<file path="config.mk">
export PLATFORM = sky130hd
export DESIGN_NAME = pt_walker
export DESIGN_NICKNAME = d
export VERILOG_FILES = /design/src/rtl/ptw_pkg.sv /design/src/rtl/ptw_index_addr.sv /design/src/rtl/ptw_entry_decode.sv /design/src/rtl/pt_walker.sv
export SDC_FILE = /design/constraint.sdc
export NUM_CORES = 1
export LEC_CHECK = 0
export ABC_AREA = 1
export BUFFER_PORTS_ARGS = -buffer_cell sky130_fd_sc_hd__buf_2
export CORE_ASPECT_RATIO = 0.7
export CORE_MARGIN = 10
export CORE_UTILIZATION = 48
export CTS_CLUSTER_DIAMETER = 60
export DETAILED_ROUTE_END_ITERATION = 12
export PLACE_DENSITY = 0.72
export SLEW_MARGIN = 20
export SYNTH_ARGS = -nofsm -noshare
export SYNTH_HDL_FRONTEND = slang
export SYNTH_SLANG_ARGS = --single-unit
</file>
<file path="constraint.sdc">
create_clock -name clk -period 19 [get_ports clk]
set_clock_uncertainty 0.1 [all_clocks]
set_input_delay 1.9 -clock clk [delete_from_list [all_inputs] [get_ports clk]]
set_output_delay 1.9 -clock clk [all_outputs]
set_load 0.02 [all_outputs]
</file>
<file path="src/rtl/ptw_pkg.sv">
// Shared definitions for the page table walker.
// Assumes 64-bit entries, with field positions fixed as below.
package ptw_pkg;
    localparam int ENT_W    = 64;
    localparam int B_VALID  = 0;
    localparam int B_SYSTEM = 1;
    localparam int B_CACHE  = 2;
    localparam int B_NOEXEC = 4;
    localparam int B_LARGE  = 54;
    localparam int FRAG_LO  = 7;
    localparam int FRAG_HI  = 11;
    localparam int PPN_LO   = 12;
    localparam int PPN_HI   = 51;
    localparam int BFS_LO   = 59;
    localparam int BFS_HI   = 63;

    typedef enum logic [1:0] {ACC_READ = 2'd0, ACC_WRITE = 2'd1, ACC_EXEC = 2'd2} acc_e;
    typedef enum logic [1:0] {ST_IDLE = 2'd0, ST_SEND = 2'd1, ST_WAIT = 2'd2} st_e;
endpackage

</file>
<file path="src/rtl/ptw_index_addr.sv">
// Forms the byte address of the next table entry from a table pointer,
// the level about to be read and the virtual page number.
// Assumes the VPN is at least IDX_W*LEVELS bits wide; the top level uses the highest slice.
module ptw_index_addr #(
    parameter int MEM_AW = 48,
    parameter int VPN_W  = 36,
    parameter int IDX_W  = 9,
    parameter int LEVELS = 4,
    localparam int LVL_W = $clog2(LEVELS)
) (
    input  logic [MEM_AW-1:0] ptr,
    input  logic [LVL_W-1:0]  lvl,
    input  logic [VPN_W-1:0]  vpn,
    output logic [MEM_AW-1:0] addr
);
    logic [IDX_W-1:0] idx_tab [LEVELS];
    logic [IDX_W-1:0] idx;

    // Slice out one index per level, top level first.
    for (genvar g = 0; g < LEVELS; g++) begin : g_idx
        assign idx_tab[g] = vpn[IDX_W*(LEVELS-1-g) +: IDX_W];
    end

    // Pick the slice for the requested level and form the aligned entry address.
    always_comb begin
        idx  = idx_tab[lvl];
        addr = (ptr & ~MEM_AW'(63)) + MEM_AW'({idx, 3'b000});
    end
endmodule

</file>
<file path="src/rtl/ptw_entry_decode.sv">
// Decodes one fetched entry at a given level: stop/continue, fault,
// malformed entry, page size and the final translation.
// Assumes the last level is always a page entry; the others are directories.
module ptw_entry_decode
    import ptw_pkg::*;
#(
    parameter int VA_W       = 48,
    parameter int PA_W       = 52,
    parameter int PAGE_SHIFT = 12,
    parameter int IDX_W      = 9,
    parameter int LEVELS     = 4,
    localparam int LVL_W     = $clog2(LEVELS),
    localparam int LOG_W     = $clog2(VA_W + 1)
) (
    input  logic [ENT_W-1:0] entry,
    input  logic [LVL_W-1:0] lvl,
    input  acc_e             mode,
    input  logic [VA_W-1:0]  vaddr,
    output logic             stop,
    output logic             fault,
    output logic             present,
    output logic             error,
    output logic             next_uncached,
    output logic [LOG_W-1:0] log_size,
    output logic [PA_W-1:0]  paddr,
    output logic [VA_W-1:0]  vtag,
    output logic             system
);
    logic [LOG_W-1:0] span_tab [LEVELS];
    logic [LOG_W-1:0] span, frag, eff, log_raw;
    logic [VA_W-1:0]  off_mask;
    logic             last, leaf, ok;
    logic             unused_bits;

    // Address bits covered by one entry at each level beyond the base page.
    for (genvar g = 0; g < LEVELS; g++) begin : g_span
        assign span_tab[g] = LOG_W'(IDX_W * (LEVELS - 1 - g));
    end

    assign unused_bits = ^{entry[B_LARGE-1:PPN_HI+1], entry[BFS_LO-1:B_LARGE+1],
                           entry[FRAG_LO-1:B_NOEXEC+1], entry[B_NOEXEC-1]};

    // Classify the entry and build the result fields.
    always_comb begin
        last     = (lvl == LVL_W'(LEVELS - 1));
        span     = span_tab[lvl];
        frag     = LOG_W'(entry[FRAG_HI:FRAG_LO]);
        eff      = (frag < span) ? frag : span;
        log_raw  = LOG_W'(PAGE_SHIFT) + eff;
        off_mask = (VA_W'(1) << log_raw) - VA_W'(1);
        error    = !last && (entry[BFS_HI:BFS_LO] != '0);
        fault    = !error && (!entry[B_VALID] || (mode == ACC_EXEC && entry[B_NOEXEC]));
        leaf     = entry[B_LARGE] || last;
        stop     = error || fault || leaf;
        ok       = leaf && !error && !fault;
        present  = entry[B_VALID];
        next_uncached = !entry[B_CACHE];
        log_size = ok ? log_raw : '0;
        paddr    = ok ? ((PA_W'(entry[PPN_HI:PPN_LO]) << PAGE_SHIFT) + PA_W'(vaddr & off_mask)) : '0;
        vtag     = ok ? (vaddr & ~off_mask) : '0;
        system   = ok && entry[B_SYSTEM];
    end
endmodule

</file>
<file path="src/rtl/pt_walker.sv">
// Walks a four-level page table for one translation at a time.
// Assumes memory returns exactly one response per accepted read, never in
// the same cycle as the read is accepted.
module pt_walker
    import ptw_pkg::*;
#(
    parameter int VA_W       = 48,
    parameter int PA_W       = 52,
    parameter int MEM_AW     = 48,
    parameter int PAGE_SHIFT = 12,
    parameter int IDX_W      = 9,
    parameter int LEVELS     = 4,
    localparam int VPN_W     = VA_W - PAGE_SHIFT,
    localparam int LVL_W     = $clog2(LEVELS),
    localparam int LOG_W     = $clog2(VA_W + 1)
) (
    input  logic              clk,
    input  logic              rst_n,
    input  logic              req_valid,
    output logic              req_ready,
    input  logic [MEM_AW-1:0] req_base,
    input  logic [VA_W-1:0]   req_vaddr,
    input  logic [1:0]        req_mode,
    output logic              mem_req_valid,
    input  logic              mem_req_ready,
    output logic [MEM_AW-1:0] mem_req_addr,
    output logic              mem_req_uncached,
    input  logic              mem_rsp_valid,
    input  logic [ENT_W-1:0]  mem_rsp_data,
    output logic              done,
    output logic              done_fault,
    output logic              done_present,
    output logic [1:0]        done_kind,
    output logic              done_error,
    output logic [PA_W-1:0]   done_paddr,
    output logic [VA_W-1:0]   done_vtag,
    output logic [LOG_W-1:0]  done_log_size,
    output logic              done_system
);
    st_e              state;
    logic [LVL_W-1:0] lvl;
    logic [VA_W-1:0]  va_q;
    acc_e             mode_q;
    logic [MEM_AW-1:0] gen_ptr, gen_addr;
    logic [LVL_W-1:0] gen_lvl;
    logic [VPN_W-1:0] gen_vpn;

    logic             d_stop, d_fault, d_present, d_error, d_unc, d_sys;
    logic [LOG_W-1:0] d_log;
    logic [PA_W-1:0]  d_paddr;
    logic [VA_W-1:0]  d_vtag;

    // Select the address-generator inputs for the first or a later read.
    always_comb begin
        if (state == ST_IDLE) begin
            gen_ptr = req_base;
            gen_lvl = '0;
            gen_vpn = req_vaddr[VA_W-1:PAGE_SHIFT];
        end else begin
            gen_ptr = mem_rsp_data[MEM_AW-1:0];
            gen_lvl = lvl + 1'b1;
            gen_vpn = va_q[VA_W-1:PAGE_SHIFT];
        end
    end

    ptw_index_addr #(.MEM_AW(MEM_AW), .VPN_W(VPN_W), .IDX_W(IDX_W), .LEVELS(LEVELS)) u_addr (
        .ptr(gen_ptr), .lvl(gen_lvl), .vpn(gen_vpn), .addr(gen_addr)
    );

    ptw_entry_decode #(.VA_W(VA_W), .PA_W(PA_W), .PAGE_SHIFT(PAGE_SHIFT),
                       .IDX_W(IDX_W), .LEVELS(LEVELS)) u_dec (
        .entry(mem_rsp_data), .lvl(lvl), .mode(mode_q), .vaddr(va_q),
        .stop(d_stop), .fault(d_fault), .present(d_present), .error(d_error),
        .next_uncached(d_unc), .log_size(d_log), .paddr(d_paddr), .vtag(d_vtag),
        .system(d_sys)
    );

    assign req_ready     = (state == ST_IDLE);
    assign mem_req_valid = (state == ST_SEND);

    // Walk sequencing, read address register and the completion result.
    always_ff @(posedge clk) begin
        if (!rst_n) begin
            state            <= ST_IDLE;
            lvl              <= '0;
            va_q             <= '0;
            mode_q           <= ACC_READ;
            mem_req_addr     <= '0;
            mem_req_uncached <= 1'b0;
            done             <= 1'b0;
            done_fault       <= 1'b0;
            done_present     <= 1'b0;
            done_kind        <= '0;
            done_error       <= 1'b0;
            done_paddr       <= '0;
            done_vtag        <= '0;
            done_log_size    <= '0;
            done_system      <= 1'b0;
        end else begin
            done <= 1'b0;
            unique case (state)
                ST_IDLE: if (req_valid) begin
                    va_q             <= req_vaddr;
                    mode_q           <= acc_e'(req_mode);
                    lvl              <= '0;
                    mem_req_addr     <= gen_addr;
                    mem_req_uncached <= 1'b0;
                    state            <= ST_SEND;
                end
                ST_SEND: if (mem_req_ready) state <= ST_WAIT;
                ST_WAIT: if (mem_rsp_valid) begin
                    if (d_stop) begin
                        done          <= 1'b1;
                        done_fault    <= d_fault;
                        done_present  <= d_fault && d_present;
                        done_kind     <= d_fault ? 2'(mode_q) : 2'd0;
                        done_error    <= d_error;
                        done_paddr    <= d_paddr;
                        done_vtag     <= d_vtag;
                        done_log_size <= d_log;
                        done_system   <= d_sys;
                        state         <= ST_IDLE;
                    end else begin
                        mem_req_addr     <= gen_addr;
                        mem_req_uncached <= d_unc;
                        lvl              <= lvl + 1'b1;
                        state            <= ST_SEND;
                    end
                end
                default: state <= ST_IDLE;
            endcase
        end
    end
endmodule

</file>
==> results of run 1 <==
[cell families (layout without fill, tap and decap cells)]
| family | after synthesis | in the layout | synth area share [%] |
|---|---|---|---|
| other | 1 | 6 | 0.0265 |
| adders and majority gates | 53 | 53 | 4.78 |
| AOI/OAI and AO/OA | 493 | 493 | 19.3 |
| DFF | 213 | 213 | 30.1 |
| xor gates and xnor gates | 47 | 47 | 3.01 |
| muxes | 12 | 12 | 0.847 |
| and+or+nand+nor | 1025 | 1025 | 32.8 |
| buffers and inverters | 320 | 593 | 9.15 |
[stage by stage]
step,util [%],hold slack [ps],setup WS [ps]
after detailed placement,54.7,352,9800
after floorplan,-,339,11860
final,57.6,360,10040
after global routing,57.6,378,9580
after CTS,57.6,361,10350
after global placement,54.7,349,9920
[Yosys cell counts, types with 23 or more instances]
library cell    n  area share (%)
a21oi_1       238             8.4
xor2_1         29             1.8
o21ai_0       145             5.1
nor3_1         23            0.81
clkbuf_1       69             1.8
inv_1         215             5.7
nor2_1        315             8.3
nand2_1       412              11
ha_1           51             4.5
dfxtp_1       213              30
nand3_1       120             4.2
nand4_1        40             1.8
[report_power, final]
part	internal (mW)	total, mW	switching, mW
combinational	0.143	0.505	0.362
clock	0.286	0.496	0.210
sequential	0.476	0.494	0.0175
total	0.905	1.49	0.590
[worst max-delay path, delay by kind of cell, from the launching register on]
kind                       cells  cell delay (ps)
xor gates and xnor gates       1               90
AOI/OAI and AO/OA             10             2180
adders and majority gates      6             2420
DFF                            1              520
and+or+nand+nor               13             2580
buffers and inverters          4              910
[layer usage]
metal	up-vias	wire (um)	global-route usage, %	share of wire (%)
li1	7707	-	-	-
met1	7562	28700	48.6	46
met2	910	25200	45.5	40
met3	72	7350	6.86	12
met4	0	1150	6.37	1.8
met5	-	0	0	0
[sequential cells by signal, summed over array words and instances (netlist names), 2 cells and up]
register / count
done_paddr: 52
done_vtag: 48
va_q: 48
mem_req_addr: 45
done_log_size: 6
done_kind: 2
lvl: 2
mode_q: 2
state: 2
[how the worst min path moves through the flow]
stage                     startpoint                to  slack, ps  cells past startpoint
global route            done_vtag[2]      done_vtag[2]        380                      2
global placement    done_log_size[3]  done_log_size[3]        350                      2
finish                 done_paddr[1]     done_paddr[1]        360                      2
CTS                 done_log_size[0]  done_log_size[0]        360                      2
floorplan                  mode_q[1]      done_kind[1]        340                      2
detailed placement  done_log_size[0]  done_log_size[0]        350                      2
[area by class of cell]
cell class | instances | share of cell area, %
Multi-Input combinational cell | 1633 | 51.7
Antenna cell | 3 | 0.0449
Clock buffer | 28 | 3.81
Tap cell | 378 | 2.83
Clock inverter | 15 | 1.16
Inverter | 226 | 5.11
Timing Repair Buffer | 324 | 9.87
Sequential cell | 213 | 25.5
[placed cells by master (no fill, tap or decap), drive strengths merged, types with 2 or more instances in the layout]
master      n
conb        3
a211oi     18
nand2     441
a21oi     240
dfxtp     213
clkinvlp    2
clkinv      8
mux2i      12
nand3     138
nand3b      7
nand4      41
inv       228
a21boi      4
a21o        6
a22oi       3
nor4        8
buf       324
o21bai      4
xor2       30
o221ai      6
o21ai     164
a31oi      13
o21a        7
ha         51
o22ai       5
nor2      345
diode       3
nor3b       2
xnor2      17
clkbuf     28
or2        15
o211ai      8
a221oi     11
fa          2
bufinv      3
nor3       26
==> impl_metrics.yaml, run 1 <==
outcome:
  outcome: "completed"
floorplanning:
  placementRows: 52
  core_sq_mm: 0.0290
  dieArea_sq_mm: 0.0369
  start_util_pct: 48.9
  fp.dieH_um: 164
  io_pins: 331
  dieWidth_um: 225
yosys:
  syn_inst: 2164
  yosysSeqAreaShare_pct: 30.1
  ys.warnings.count: 0
  ys_async_sr_fraction_pct: 0
  ys_types: 62
  syn_avg_cell_area_sq_um: 6.55
  synth_seq_cells: 213
  synth-edff-count: 0
  syn_area_sq_mm: 0.0142
  ys.flop_type: "dfxtp_1"
sta:
  min_period_ps: 8960
  setup_viol: 0
  tns_ps: 0
  slew_headroom_pct: 31.9
  rsz0062_at_grt: "no"
  slew_violations: 0
  report.final.hold_viol_count: 0
  period_share_pct: 47.2
  fmax_mhz: 112
  worst_pin_slew_ps: 1020
setup_path:
  rr_worst_depth: 34
  worstSetupStartpoint: "lvl[0]"
  worstSetupStartpointType: "flip-flop"
  r2r_end: "done_paddr[50]"
  worstPathMaxFanout: 16
  r2r-start: "lvl[0]"
  worst-r2r-setup-slack_ps: 10040
  crit_end: "done_paddr[50]"
  crit_path_max_incr_delay_ps: 740
  endpoint_kind: "flip-flop"
  cp_data_required_time_ps: 19300
  crit_type: "reg -> reg"
  cpMaxStageDelayCell: "ha_1"
  worstPathArrival_ps: 9260
pwr:
  power_mw: 1.49
  power.density_mw_per_mm2: 89.4
  ir_drop_mv: 0.0661
  p_leak_nw: 8.35
drt:
  avgRoutedWirePerCell_um: 22.2
  wirelength_um: 62500
  first_pass_iters: 6
  ant_nets: 0
  drt-initial-drc-count: 2203
  drc: 0
  dr_total_vias: 16300
  avgViaCountPerCell: 5.76
clock_network:
  clk_path_buf_depth: 3
  cts_resized: 0
  cts.sinks: 213
  cts_buffers: 25
  cts_setup_buffers: 0
  clock_latency_ps: 560
  cts_tree: "done"
  clk_pin_slew_ps: 70
  htree_levels: 1
  clock-root-buffer: "clkbuf_16"
  hold_buffers: 0
place:
  portBuffers: 313
  routabilityCongestion: 1.01
  placed_cell_area_sq_mm: 0.0159
  dp_cells: 2774
  dp_hpwl_um: 50600
final_layout:
  fill_cells: 2880
  seq_area_sq_mm: 0.00426
  drive_above_1_share_pct: 19.8
  finalNonFillerCells: 2820
  multiInputGateArea_sq_mm: 0.00863
  layout.nets: 2643
  area_delta_synth_final_pct: 17.9
  final_area_sq_mm: 0.0167
min_path:
  hold_class: "reg -> reg"
grt:
  grt_pass1_wl_um: 91400
  grt-ovfl-total: 0
  antenna_found_initial: 2
  grt_max_degree: 91
  grt_use_total_pct: 32.2
  grt_pass1_vias: 14800
job:
  max_cap_viol_count: 0
(Power assumes the default switching activity.)
==> inputs of run 2 (changes only) <==
==> constraint.sdc (replaced) <==
create_clock -name clk -period 9.2 [get_ports clk]
set_clock_uncertainty 0.1 [all_clocks]
set_input_delay 0.92 -clock clk [delete_from_list [all_inputs] [get_ports clk]]
set_output_delay 0.92 -clock clk [all_outputs]
set_load 0.02 [all_outputs]
==> impl_metrics.yaml, run 2 (synthesized netlist as in run 1, its figures left out) <==
pwr:
  p_leak_nw: 8.37
  clkPwrFrac_pct: 33.7
  power.density_mw_per_mm2: 184
  power.switching_mw: 1.20
  internal_power_mw: 1.88
  ir_drop_mv: 0.169
  netSwitchingFraction_pct: 39.0
  combPwrFrac_pct: 33.2
  sequentialPowerShare_pct: 33.0
setup_path:
  worstPathMaxFanout: 16
  worstPathArrival_ps: 8730
  worst-r2r-setup-slack_ps: 750
  rr_worst_depth: 30
  crit_end: "done_paddr[43]"
  worstSetupStartpoint: "lvl[0]"
  endpoint_kind: "flip-flop"
  cpMaxStageDelayCell: "ha_1"
  cp_data_required_time_ps: 9480
  cpMostUsedCell: "ha_1"
  crit_path_max_incr_delay_ps: 730
  worstSetupStartpointType: "flip-flop"
  r2r_end: "done_paddr[43]"
  crit_type: "reg -> reg"
  r2r-start: "lvl[0]"
floorplanning:
  placementRows: 52
  dieWidth_um: 225
  dieArea_sq_mm: 0.0369
  fp.dieH_um: 164
  io_pins: 331
  core_sq_mm: 0.0290
  start_util_pct: 48.9
clock_network:
  cts.sinks: 213
  htree_levels: 1
  clock-root-buffer: "clkbuf_16"
  clk_path_buf_depth: 3
  cts_resized: 0
  clock_latency_ps: 550
  cts_setup_buffers: 0
  cts_tree: "done"
  clk_pin_slew_ps: 70
  hold_buffers: 0
  cts_buffers: 25
final_layout:
  drive_above_1_share_pct: 19.9
  area_delta_synth_final_pct: 18.1
  layout.nets: 2643
  final_cell_mix: "412 x nand2_1, 315 x nor2_1, 313 x buf_2"
  final_common_cell: "nand2_1"
  final_area_sq_mm: 0.0167
  finalNonFillerCells: 2822
  largest_reg_flops: 52
  post-route-util_pct: 57.7
  top_register: "done_paddr"
  reg_top3: "done_paddr x52, done_vtag x48, va_q x48"
sta:
  setup_viol: 0
  worst_pin_slew_ps: 1010
  rsz0062_at_grt: "no"
  fmax_mhz: 118
  period_share_pct: 91.9
  tns_ps: 0
  report.final.hold_viol_count: 0
  slew_violations: 0
  slew_headroom_pct: 32.6
  min_period_ps: 8450
  hold_ws_ps: 361
drt:
  first_pass_iters: 6
  drc: 0
  drt-initial-drc-count: 2153
  ant_nets: 0
  avgViaCountPerCell: 5.79
  dr_total_vias: 16400
  wirelength_um: 62400
  avgRoutedWirePerCell_um: 22.1
grt:
  antenna_found_initial: 4
  grt-ovfl-total: 0
  grt_pass1_wl_um: 91900
  grt_max_degree: 91
  grt_use_total_pct: 32.4
  grt_pass1_vias: 14700
place:
  dp_cells: 2774
  dp_hpwl_um: 50400
  portBuffers: 313
  routabilityCongestion: 1.04
  placed_cell_area_sq_mm: 0.0159
outcome:
  outcome: "completed"
job:
  max_cap_viol_count: 0
min_path:
  hold_class: "reg -> reg"
[run 2: final cells by class]
class,count,area (sq um)
fill,2891,12300
multi-input combinational,1633,8630
sequential,213,4260
timing repair buffer,324,1650
inverter,226,855
clock buffer,32,702
tap,378,473
clock inverter,13,160
antenna,3,7.51
[run 2: metal layers]
metal | track usage (%) | routed length [um] | up-vias | share of wire (%)
li1 | - | - | 7713 | -
met1 | 48.7 | 28600 | 7594 | 46
met2 | 44.8 | 24600 | 946 | 40
met3 | 7.29 | 7430 | 97 | 12
met4 | 8.75 | 1700 | 2 | 2.7
met5 | 0 | 18 | - | 0.029
[run 2: worst min path at each step]
stage | start | depth (start not counted) | slack, ps | end
final | done_paddr[8] | 2 | 360 | done_paddr[8]
after global routing | done_vtag[18] | 2 | 380 | done_vtag[18]
after CTS | done_vtag[10] | 2 | 360 | done_vtag[10]
after detailed placement | done_vtag[10] | 2 | 350 | done_vtag[10]
after global placement | done_system | 2 | 350 | done_system
after floorplan | mode_q[1] | 2 | 340 | done_kind[1]
[run 2: critical path, delay by kind of cell (launching register included)]
family	cells	cell delay (ps)
and+or+nand+nor	12	2620
adders and majority gates	5	2090
DFF	1	500
AOI/OAI and AO/OA	9	2060
buffers and inverters	3	730
xor gates and xnor gates	1	150
[run 2: power groups by stage]
stage	Clock, mW	Combinational (mW)	Sequential (mW)
floorplan	0	0.627	1.07
global placement	0	0.983	1.04
detailed placement	0	0.987	1.04
CTS	1.06	0.993	1.02
global route	1.09	1.11	1.03
finish	1.04	1.03	1.02
[run 2: through the flow]
step	power [mW]	setup WS [ps]
2_1_floorplan	1.70	2630
3_3_place_gp	2.02	1200
3_5_place_dp	2.03	1040
4_1_cts	3.07	994
5_1_grt	3.23	145
6_report	3.09	749
